[config.mk]
export PLATFORM = sky130hd
export DESIGN_NAME = q2_repl_ctrl
export DESIGN_NICKNAME = d
export VERILOG_FILES = /design/src/rtl/q2_pkg.sv /design/src/rtl/q2_penc.sv /design/src/rtl/q2_ordq.sv /design/src/rtl/q2_repl_ctrl.sv
export SDC_FILE = /design/constraint.sdc
export NUM_CORES = 1
export LEC_CHECK = 0
export BUFFER_PORTS_ARGS = -buffer_cell sky130_fd_sc_hd__buf_2
export CAP_MARGIN = 15
export CORE_MARGIN = 1.5
export CORE_UTILIZATION = 55
export CTS_CLUSTER_SIZE = 10
export DETAILED_ROUTE_END_ITERATION = 6
export GPL_TIMING_DRIVEN = 0
export PLACE_DENSITY_LB_ADDON = 0.15
export SLEW_MARGIN = 20
export SYNTH_ARGS = -nofsm -noshare
export SYNTH_HDL_FRONTEND = slang
export SYNTH_SLANG_ARGS = --single-unit
export TNS_END_PERCENT = 1
[constraint.sdc]
create_clock -name clk -period 4.55 [get_ports clk]
set_input_delay 0.2275 -clock clk [delete_from_list [all_inputs] [get_ports clk]]
set_output_delay 0.2275 -clock clk [all_outputs]
set_load 0.01 [all_outputs]
[src/rtl/q2_pkg.sv]
package q2_pkg;
    typedef enum logic [1:0] {
        SRC_NEW   = 2'd0,
        SRC_FIFO  = 2'd1,
        SRC_MAIN  = 2'd2,
        SRC_GHOST = 2'd3
    } src_e;
endpackage

[src/rtl/q2_penc.sv]
// Lowest-index priority encoder.
module q2_penc #(
    parameter int N  = 4,
    parameter int IW = 2
) (
    input  logic [N-1:0]  vec,
    output logic          any,
    output logic [IW-1:0] idx
);
    always_comb begin
        any = |vec;
        idx = '0;
        for (int i = N - 1; i >= 0; i--) begin
            if (vec[i]) idx = IW'(i);
        end
    end
endmodule

[src/rtl/q2_ordq.sv]
// Ordered tag list: index 0 is the oldest entry. Each cycle it can remove one
// entry at any index (later entries close the gap) and then append one tag.
module q2_ordq #(
    parameter int DEPTH = 4,
    parameter int TAG_W = 16,
    localparam int IW = (DEPTH > 1) ? $clog2(DEPTH) : 1,
    localparam int CW = $clog2(DEPTH + 1)
) (
    input  logic             clk,
    input  logic             rst,
    input  logic [TAG_W-1:0] look_tag,
    output logic             look_hit,
    output logic [IW-1:0]    look_idx,
    output logic [TAG_W-1:0] head_tag,
    output logic [CW-1:0]    count,
    input  logic             rm_en,
    input  logic [IW-1:0]    rm_idx,
    input  logic             push_en,
    input  logic [TAG_W-1:0] push_tag
);
    typedef struct packed {
        logic [DEPTH-1:0][TAG_W-1:0] ent;
        logic [CW-1:0]               cnt;
    } st_t;

    st_t st_d, st_q;
    logic [CW-1:0]    cnt_rm;
    logic [DEPTH-1:0] match;

    always_comb begin
        for (int i = 0; i < DEPTH; i++) begin
            match[i] = (st_q.ent[i] == look_tag) && (CW'(i) < st_q.cnt);
        end
    end

    q2_penc #(.N(DEPTH), .IW(IW)) u_penc (
        .vec (match),
        .any (look_hit),
        .idx (look_idx)
    );

    assign head_tag = st_q.ent[0];
    assign count    = st_q.cnt;

    always_comb begin
        st_d   = st_q;
        cnt_rm = st_q.cnt - CW'(rm_en);
        for (int i = 0; i < DEPTH - 1; i++) begin
            if (rm_en && (IW'(i) >= rm_idx)) st_d.ent[i] = st_q.ent[i+1];
        end
        for (int i = 0; i < DEPTH; i++) begin
            if (push_en && (CW'(i) == cnt_rm)) st_d.ent[i] = push_tag;
        end
        st_d.cnt = cnt_rm + CW'(push_en);
    end

    always_ff @(posedge clk) begin
        if (rst) begin
            st_q.cnt <= '0;
            st_q.ent <= '0;
        end else begin
            st_q <= st_d;
        end
    end

    // an append into a full list always comes with a removal
    a_r6_no_overflow: assert property (@(posedge clk) disable iff (rst)
        (push_en && !rm_en) |-> (st_q.cnt < CW'(DEPTH)));
    // a removal only targets a valid entry
    a_r6_rm_in_range: assert property (@(posedge clk) disable iff (rst)
        rm_en |-> (CW'(rm_idx) < st_q.cnt));
    // the count never exceeds the depth
    a_r10_count_bound: assert property (@(posedge clk) disable iff (rst)
        st_q.cnt <= CW'(DEPTH));
endmodule

[src/rtl/q2_repl_ctrl.sv]
module q2_repl_ctrl
    import q2_pkg::*;
#(
    parameter int TAG_W       = 16,
    parameter int RES_CAP     = 4,
    parameter int IN_TARGET   = 1,
    parameter int GHOST_DEPTH = 4
) (
    input  logic             clk,
    input  logic             rst,
    input  logic             acc_valid,
    input  logic [TAG_W-1:0] acc_tag,
    output logic             hit,
    output logic             miss,
    output logic [1:0]       hit_src,
    output logic             victim_valid,
    output logic [TAG_W-1:0] victim_tag
);
    localparam int RIW = (RES_CAP > 1) ? $clog2(RES_CAP) : 1;
    localparam int RCW = $clog2(RES_CAP + 1);
    localparam int GIW = (GHOST_DEPTH > 1) ? $clog2(GHOST_DEPTH) : 1;
    localparam int GCW = $clog2(GHOST_DEPTH + 1);

    typedef struct packed {
        logic             hit;
        logic             miss;
        src_e             src;
        logic             vv;
        logic [TAG_W-1:0] vtag;
    } res_t;

    res_t res_d, res_q;

    logic             f_hit, m_hit, g_hit;
    logic [RIW-1:0]   f_idx, m_idx;
    logic [GIW-1:0]   g_idx;
    logic [TAG_W-1:0] f_head, m_head, g_head;
    logic [RCW-1:0]   f_cnt, m_cnt;
    logic [GCW-1:0]   g_cnt;
    logic             f_rm, m_rm, g_rm, f_push, m_push, g_push;
    logic [RIW-1:0]   f_rm_idx, m_rm_idx;
    logic [GIW-1:0]   g_rm_idx;
    logic             res_full, take_fifo, fifo_evict;

    q2_ordq #(.DEPTH(RES_CAP), .TAG_W(TAG_W)) u_fifo (
        .clk(clk), .rst(rst), .look_tag(acc_tag), .look_hit(f_hit),
        .look_idx(f_idx), .head_tag(f_head), .count(f_cnt),
        .rm_en(f_rm), .rm_idx(f_rm_idx), .push_en(f_push), .push_tag(acc_tag)
    );

    q2_ordq #(.DEPTH(RES_CAP), .TAG_W(TAG_W)) u_main (
        .clk(clk), .rst(rst), .look_tag(acc_tag), .look_hit(m_hit),
        .look_idx(m_idx), .head_tag(m_head), .count(m_cnt),
        .rm_en(m_rm), .rm_idx(m_rm_idx), .push_en(m_push), .push_tag(acc_tag)
    );

    q2_ordq #(.DEPTH(GHOST_DEPTH), .TAG_W(TAG_W)) u_ghost (
        .clk(clk), .rst(rst), .look_tag(acc_tag), .look_hit(g_hit),
        .look_idx(g_idx), .head_tag(g_head), .count(g_cnt),
        .rm_en(g_rm), .rm_idx(g_rm_idx), .push_en(g_push), .push_tag(f_head)
    );

    assign res_full  = ({1'b0, f_cnt} + {1'b0, m_cnt}) == (RCW+1)'(RES_CAP);
    assign take_fifo = int'(f_cnt) > IN_TARGET;

    always_comb begin
        res_d      = '0;
        f_rm       = 1'b0;
        m_rm       = 1'b0;
        g_rm       = 1'b0;
        f_push     = 1'b0;
        m_push     = 1'b0;
        g_push     = 1'b0;
        f_rm_idx   = '0;
        m_rm_idx   = '0;
        g_rm_idx   = '0;
        fifo_evict = 1'b0;
        if (acc_valid) begin
            if (m_hit) begin
                res_d.hit = 1'b1;
                res_d.src = SRC_MAIN;
                m_rm      = 1'b1;
                m_rm_idx  = m_idx;
                m_push    = 1'b1;
            end else if (f_hit) begin
                res_d.hit = 1'b1;
                res_d.src = SRC_FIFO;
                f_rm      = 1'b1;
                f_rm_idx  = f_idx;
                m_push    = 1'b1;
            end else begin
                res_d.miss = 1'b1;
                if (g_hit) begin
                    res_d.src = SRC_GHOST;
                    g_rm      = 1'b1;
                    g_rm_idx  = g_idx;
                    m_push    = 1'b1;
                end else begin
                    res_d.src = SRC_NEW;
                    f_push    = 1'b1;
                end
                if (res_full) begin
                    res_d.vv = 1'b1;
                    if (take_fifo) begin
                        fifo_evict = 1'b1;
                        res_d.vtag = f_head;
                        f_rm       = 1'b1;
                        f_rm_idx   = '0;
                        g_push     = 1'b1;
                        if (!g_hit && (g_cnt == GCW'(GHOST_DEPTH))) begin
                            g_rm     = 1'b1;
                            g_rm_idx = '0;
                        end
                    end else begin
                        res_d.vtag = m_head;
                        m_rm       = 1'b1;
                        m_rm_idx   = '0;
                    end
                end
            end
        end
    end

    always_ff @(posedge clk) begin
        if (rst) begin
            res_q <= '0;
        end else begin
            res_q <= res_d;
        end
    end

    assign hit          = res_q.hit;
    assign miss         = res_q.miss;
    assign hit_src      = res_q.src;
    assign victim_valid = res_q.vv;
    assign victim_tag   = res_q.vtag;

    // a tag is never found in two lists at once
    a_r10_unique: assert property (@(posedge clk) disable iff (rst)
        acc_valid |-> $onehot0({f_hit, m_hit, g_hit}));
    // the resident lists never hold more than the capacity
    a_r5_capacity: assert property (@(posedge clk) disable iff (rst)
        ({1'b0, f_cnt} + {1'b0, m_cnt}) <= (RCW+1)'(RES_CAP));
    // hit and miss are exclusive
    a_r8_exclusive: assert property (@(posedge clk) disable iff (rst)
        !(hit && miss));
    // no access, no result on the following cycle
    a_r8_idle: assert property (@(posedge clk) disable iff (rst)
        !acc_valid |=> (!hit && !miss && !victim_valid));
    // a victim only accompanies a miss
    a_r5_victim_on_miss: assert property (@(posedge clk) disable iff (rst)
        victim_valid |-> miss);
    // a FIFO hit grows the main queue by one
    a_r2_promote: assert property (@(posedge clk) disable iff (rst)
        (acc_valid && f_hit && !m_hit) |=> (m_cnt == $past(m_cnt) + RCW'(1)));
    // pushing into a full ghost list retires its oldest identifier
    a_r6_drop_oldest: assert property (@(posedge clk) disable iff (rst)
        (fifo_evict && !g_hit && (g_cnt == GCW'(GHOST_DEPTH)) && GHOST_DEPTH > 1)
        |=> (g_head != $past(g_head)));
endmodule

Word level (Yosys, flattened, before mapping). Index checks and enable logic that the tools add are counted. W data, S select, Z words.

Register bits: 222. Input port bits: 19. Output and inout bits: 21. Logic and storage cells: 206.

$add $sub $neg: 7. $lt $le $gt $ge: 22. Eq/ne operators: 23. Multiplexer cells: 77. Bitwise operators: 2. Reductions and logical operators: 54.

Operators with widths (number): $mux W16 (19); $eq A16 B16 Y1 (12); $mux W2 (27); $logic_and A1 B1 Y1 (34); $mux W1 (30); $eq A2 B3 Y1 const A (6); $lt A1 B3 Y1 const A (6); $lt A2 B3 Y1 const A (6); $reduce_bool A2 Y1 (9); $mux W17 (1); $ge A1 B2 Y1 const A (6); $reduce_or A4 Y1 (3); $reduce_or A11 Y1 (1); $reduce_or A10 Y1 (1); $add A3 B1 Y3 (3); $eq A1 B3 Y1 const A (3); $logic_not A3 Y1 (3); $sub A3 B1 Y3 (3); $ge A2 B2 Y1 const A (3); $reduce_or A6 Y1 (1); $add A3 B3 Y4 (1); $eq A4 B3 Y1 const B (1); $eq A3 B3 Y1 const B (1); $gt A3 B1 Y1 const B (1); other kinds (3) (4).

Depth between registers and ports, before layout.
Word-level depth: 17. Depth in mapped cells: 19. Gate-level depth less buffers: 16.

Hierarchy. A second synthesis with hierarchy kept.

Cell total of the unflattened synthesis: 1533. Area total of the unflattened synthesis: 12513.3 µm².

By module, submodules not included: q2_ordq (instances 3, cells each 463, area an instance 3788.6 µm²); q2_repl_ctrl (instances 1, cells each 123, area an instance 1042.2 µm²); q2_penc (instances 3, cells each 7, area an instance 35.0 µm²).

Least setup slack after synthesis. OpenSTA, ideal clock, no wires.

Path type: input -> register. Start: input port acc_tag[13]. End: register u_main.st_q[57] in the netlist's numbering. Arrival time: 3885 ps. Required time: 4422 ps. Slack: 537 ps. Stages on the path: 16. Buffers on the path: 2. Cell sequence: buf_6 -> xor2_1 -> or4_4 -> or4_4 -> o22ai_4 -> nor2_2 -> nand2_1 -> a21oi_1 -> ha_1 -> ha_1 -> xnor2_1 -> nand2_1 -> a2111oi_4 -> buf_4 -> mux2i_1 -> nor2_1.

Longest elaborated chain between the ends: 9. Elaborated cells on any way between the ends: 37.

Ends and longest elaborated chain: from (decl) (line q2_repl_ctrl.sv:12) `input logic [TAG_W-1:0] acc_tag,`; $eq A16 B16 Y1 (line q2_ordq.sv:32) `match[i] = (st_q.ent[i] == look_tag) && (CW'(i) < st_q.cnt);`; $logic_and A1 B1 Y1 (line q2_ordq.sv:32); $reduce_or A4 Y1 (line q2_penc.sv:11) `any = |vec;`; $mux W1 (line q2_repl_ctrl.sv:85) `end else if (f_hit) begin`; $mux W1 (line q2_repl_ctrl.sv:79) `if (m_hit) begin`; $mux W1 (line q2_repl_ctrl.sv:78) `if (acc_valid) begin`; $sub A3 B1 Y3 (line q2_ordq.sv:47) `cnt_rm = st_q.cnt - CW'(rm_en);`; $eq A2 B3 Y1 (line q2_ordq.sv:52) `if (push_en && (CW'(i) == cnt_rm)) st_d.ent[i] = push_tag;`; $logic_and A1 B1 Y1 (*) (line q2_ordq.sv:52); to (signal assigned) (line q2_ordq.sv:62) `st_q <= st_d;`; to (decl) (line q2_ordq.sv:26) `st_t st_d, st_q;`.

Mark *: on every way between the ends. The rest lies on a longest branch, timed or not. A chain may end at the register's enable or synchronous reset.

Worst setup path in the final report.
Start: register u_fifo.st_q (netlist bit u_fifo.count[0]). End: register u_ghost.st_q[65] in the netlist's numbering.

Longest elaborated chain between the ends: 9. Elaborated cells on any way between the ends: 25.

Ends and longest elaborated chain: from (decl) (line q2_ordq.sv:26); from (signal assigned) (line q2_ordq.sv:62); $add A3 B3 Y4, or another cell as far along (line q2_repl_ctrl.sv:63) `assign res_full = ({1'b0, f_cnt} + {1'b0, m_cnt}) == (RCW+1)'(RES_CAP);`; $eq A4 B3 Y1, or another cell as far along (line q2_repl_ctrl.sv:63); $mux W1 or $reduce_or A4 Y1 (tied branches) (line q2_repl_ctrl.sv:102, q2_penc.sv:11); $mux W1 (line q2_repl_ctrl.sv:85); $mux W1 (line q2_repl_ctrl.sv:79); $mux W1 (line q2_repl_ctrl.sv:78); $sub A3 B1 Y3 (line q2_ordq.sv:47); $eq A2 B3 Y1 (line q2_ordq.sv:52); $logic_and A1 B1 Y1 (*) (line q2_ordq.sv:52); to (signal assigned) (line q2_ordq.sv:62); to (decl) (line q2_ordq.sv:26).

Marks and branches as above.

==> results by group <==
Outcome
  – Result of the run: complete, no violations

Min path
  – Hold/Removal Path Class: input pin to flip-flop
  – Destination of the worst hold path: miss
  – Worst hold path depth: 3
  – Worst Min Path Start: acc_valid

Power and ir drop
  – Cell leakage power: 5.70 nW
  – Sequential share of power: 44.8%
  – Combinational share of power: 13.4%
  – Power density over cell area: 310 nW/um^2
  – Switch share: 28.2%
  – Internal Dissipation: 0.00324 W
  – Fraction of power consumed by the clock network: 41.8%
  – Worst vdd rail ir drop: 0.255 mV
  – Switching power: 0.00127 W

Layout
  – Antenna diode count: 0
  – Most common cell after layout, fill and taps aside: sky130_fd_sc_hd__dfxtp_1
  – Final #Nets: 1,570
  – Final Core Density: 61.8%
  – Syn-to-layout area delta: 9.82%
  – Share of layout cells above drive strength 1: 12.5%
  – Most used cells in the layout excluding fill and tap cells: sky130_fd_sc_hd__dfxtp_1, sky130_fd_sc_hd__mux2i_1, sky130_fd_sc_hd__nor2_1

CTS
  – Clock edge transition at the registers on the reported setup and hold paths: 60 ps
  – Clock buffers created by TritonCTS: 26
  – Maximum count of clock buffers along a single path: 3
  – Buffers inserted by post-CTS timing repair: 0
  – CTS tree: built
  – Clock H-tree levels: 1
  – Worst skew pair latency: 550 ps
  – Clock sink total: 222
  – Clock Root Buffer: sky130_fd_sc_hd__clkbuf_16
  – Hold buffer count at CTS: 0

Floorplan
  – Initial Util: 56.3%
  – Core Footprint: 23,500 um^2
  – Die X: 158 um
  – I/O pin total: 40
  – Die span in y: 158 um
  – Overall die area: 25,000 um^2
  – Number of cell rows: 56

Yosys
  – Cell type contributing the most total cell area after synthesis: sky130_fd_sc_hd__dfxtp_1
  – Area of the mapped netlist: 13,200 um^2
  – Net Count, Synth: 1,518
  – Number of enable-type register cells in the synthesized netlist: 0
  – Synth Instances: 1,483
  – Count of synthesis-stage warnings from yosys: 0
  – Flip-flop and latch count after synthesis: 222
  – Average cell area after synthesis: 8.93 um^2
  – Sequential share of the synthesized area: 33.6%
  – Leading post-synthesis cells by cell area: sky130_fd_sc_hd__dfxtp_1, sky130_fd_sc_hd__mux2i_1, sky130_fd_sc_hd__xor2_1
  – Number of distinct library cells after synthesis: 75
  – Synth Flop Type: sky130_fd_sc_hd__dfxtp_1
  – Share of synthesized registers carrying an async set or reset: 0%
  – Synth top area share: 33.6%

Place
  – Placed wire-length estimate after detailed placement: 34.1 mm
  – Minimum setup slack after placement: -493 ps
  – Port bufs: 25
  – Routability-driven placement congestion ratio: 0.971

GRT
  – Overall fraction of global-route tracks in use: 37.5%
  – Maximum number of pins on one net before global-route repair: 13
  – First-pass GRT wire length: 68.7 mm
  – Met1 capacity usage during global routing: 48.6%
  – Initial antenna violation count: 0
  – GR peak layer: met2
  – Met3 track demand over resource in global routing: 7.31%
  – Global-route met2 utilization: 59.1%
  – GR Overflow Total: 0
  – Vias in the first global route: 11,100

STA
  – Summed negative setup slack over all endpoints: 0 ps
  – Number of endpoints with negative hold slack in the final report: 0
  – Max-slew violations: 0
  – Tmin final: 4450 ps
  – Hold WS: 200 ps
  – Clock tree skew after final layout: 14.7 ps
  – Fin crit share: 97.8%
  – Setup violation total in the final timing report: 0
  – RSZ-0062 raised after global routing: no
  – Final worst-path setup slack: 102 ps
  – Relative slew slack: 40.9%
  – Fmax achieved: 225 MHz
  – Worst Tran Pin Value: 886 ps

Routing
  – Via total after detailed routing: 11,800
  – Total detailed-routing wirelength: 46.8 mm
  – DRC marker count from the first detailed-route iteration: 1,405
  – Antenna-violating nets left: 0
  – Iteration count of the initial detailed-routing pass: 5
  – Wire per inst: 25.2 um
  – Total DRC errors in the routed layout: 0
  – Number of vias per cell: 6.37

Worst setup path
  – Worst Reg2Reg Path Length in Cells: 15
  – Worst EP required: 4950 ps
  – Maximum fanout along the worst path: 10
  – Startpoint type of the worst setup path: flip-flop
  – Start-to-end type of the worst setup path: flip-flop to flip-flop
  – Setup slack on the worst flop-to-flop path: 100 ps
  – Critical Path AT: 4850 ps
  – Critical R2R Launch: u_fifo.count[0]
  – Element type at the critical path end: flip-flop
  – Critical R2R Capture: u_ghost.st_q[65]

Run
  – Max-cap check violation count: 0
[worst max-delay path by stage]
stage	from	to	slack (ps)	depth (start not counted)
6_report	u_fifo.count[0]	u_ghost.st_q[65]	100	15
5_1_grt	u_fifo.st_q[61]	u_ghost.st_q[61]	3	14
4_1_cts	u_fifo.count[0]	u_ghost.st_q[65]	20	15
3_5_place_dp	acc_tag[0]	u_fifo.st_q[47]	-490	19
3_3_place_gp	acc_tag[0]	u_fifo.st_q[47]	-410	19
2_1_floorplan	acc_tag[13]	u_main.st_q[57]	540	16
[cell usage after synthesis (11+ instances only)]
library cell / count
sky130_fd_sc_hd__a2111oi_0: 16
sky130_fd_sc_hd__a211oi_1: 66
sky130_fd_sc_hd__a21o_1: 17
sky130_fd_sc_hd__a21oi_1: 57
sky130_fd_sc_hd__a311oi_1: 16
sky130_fd_sc_hd__a41o_1: 16
sky130_fd_sc_hd__buf_2: 29
sky130_fd_sc_hd__buf_4: 24
sky130_fd_sc_hd__clkbuf_1: 56
sky130_fd_sc_hd__dfxtp_1: 222
sky130_fd_sc_hd__ha_1: 15
sky130_fd_sc_hd__inv_1: 50
sky130_fd_sc_hd__mux2_2: 16
sky130_fd_sc_hd__mux2i_1: 161
sky130_fd_sc_hd__nand2_1: 69
sky130_fd_sc_hd__nand3_1: 22
sky130_fd_sc_hd__nand4_1: 33
sky130_fd_sc_hd__nor2_1: 155
sky130_fd_sc_hd__nor3_1: 42
sky130_fd_sc_hd__nor3_2: 11
sky130_fd_sc_hd__nor4_1: 30
sky130_fd_sc_hd__o21ai_0: 18
sky130_fd_sc_hd__o2bb2ai_1: 16
sky130_fd_sc_hd__xnor2_1: 97
sky130_fd_sc_hd__xor2_1: 104
[per-stage QoR]
step | std cells | cell area, um^2 | power [W]
finish | 1860 | 14500 | 0.00451
global route | 1860 | 14500 | 0.00462
CTS | 1861 | 14500 | 0.00449
detailed placement | 1827 | 13800 | 0.00264
global placement | 1827 | 13800 | 0.00264
floorplan | 1483 | 13200 | 0.00244
[power by group through the flow]
stage / Sequential [W] / Combinational [W] / Clock [W]
2_1_floorplan: 0.00205 / 0.000391 / 0
3_3_place_gp: 0.00206 / 0.000574 / 0
3_5_place_dp: 0.00206 / 0.000577 / 0
4_1_cts: 0.00202 / 0.000582 / 0.00188
5_1_grt: 0.00203 / 0.000633 / 0.00196
6_report: 0.00202 / 0.000602 / 0.00189
[routing by layer]
layer	wire, um	vias up
met5	0	-
met1	19600	5770
met3	3690	149
li1	-	5390
met4	2640	0
met2	20900	532
[worst max-delay path, cell delays in order, from the launching register on]
cell and delay, ps:
sky130_fd_sc_hd__dfxtp_2 410, sky130_fd_sc_hd__ha_1 220, sky130_fd_sc_hd__fa_1 410, sky130_fd_sc_hd__or3_1 390, sky130_fd_sc_hd__nor3_4 300, sky130_fd_sc_hd__and4_4 310
sky130_fd_sc_hd__or3_1 180, sky130_fd_sc_hd__and3_1 180, sky130_fd_sc_hd__ha_1 150, sky130_fd_sc_hd__ha_1 260, sky130_fd_sc_hd__or4_1 500, sky130_fd_sc_hd__or3_1 310
sky130_fd_sc_hd__buf_2 220, sky130_fd_sc_hd__buf_4 240, sky130_fd_sc_hd__mux2i_1 170, sky130_fd_sc_hd__nor2_1 60
[cells by family (layout without fill, tap and decap cells)]
| family | Yosys count | after routing | share of synthesized area [%] |
|---|---|---|---|
| xor+xnor | 201 | 201 | 13.3 |
| buf+inv | 179 | 237 | 6.60 |
| fa+ha+maj | 16 | 16 | 1.57 |
| compound gates | 254 | 254 | 14.5 |
| flops | 222 | 222 | 33.6 |
| simple gates | 434 | 434 | 17.0 |
| mux | 177 | 177 | 13.5 |
[repair_timing]
item / CTS / global route
resized for setup: 9 / 16
pin swaps: 1 / 1
setup endpoints to repair: 46 / 102
[state kept, by name, summed over array words and instances (netlist names)]
register	cells
hit	1
victim_valid	1
u_main.head_tag	16
u_ghost.head_tag	16
u_fifo.head_tag	16
miss	1
u_fifo.count	3
u_main.st_q	48
u_ghost.count	3
hit_src	2
u_main.count	3
u_ghost.st_q	48
u_fifo.st_q	48
victim_tag	16
[final cells by class]
cell class                 instances  area (um^2)
buffer                           127          691
clock buffer                      34          712
fill                            2159         8990
inverter                          51          191
multi-input combinational       1082         7980
sequential                       222         4450
tap                              319          399
timing repair buffer              25          125
Power figures use the tool's default switching activity.
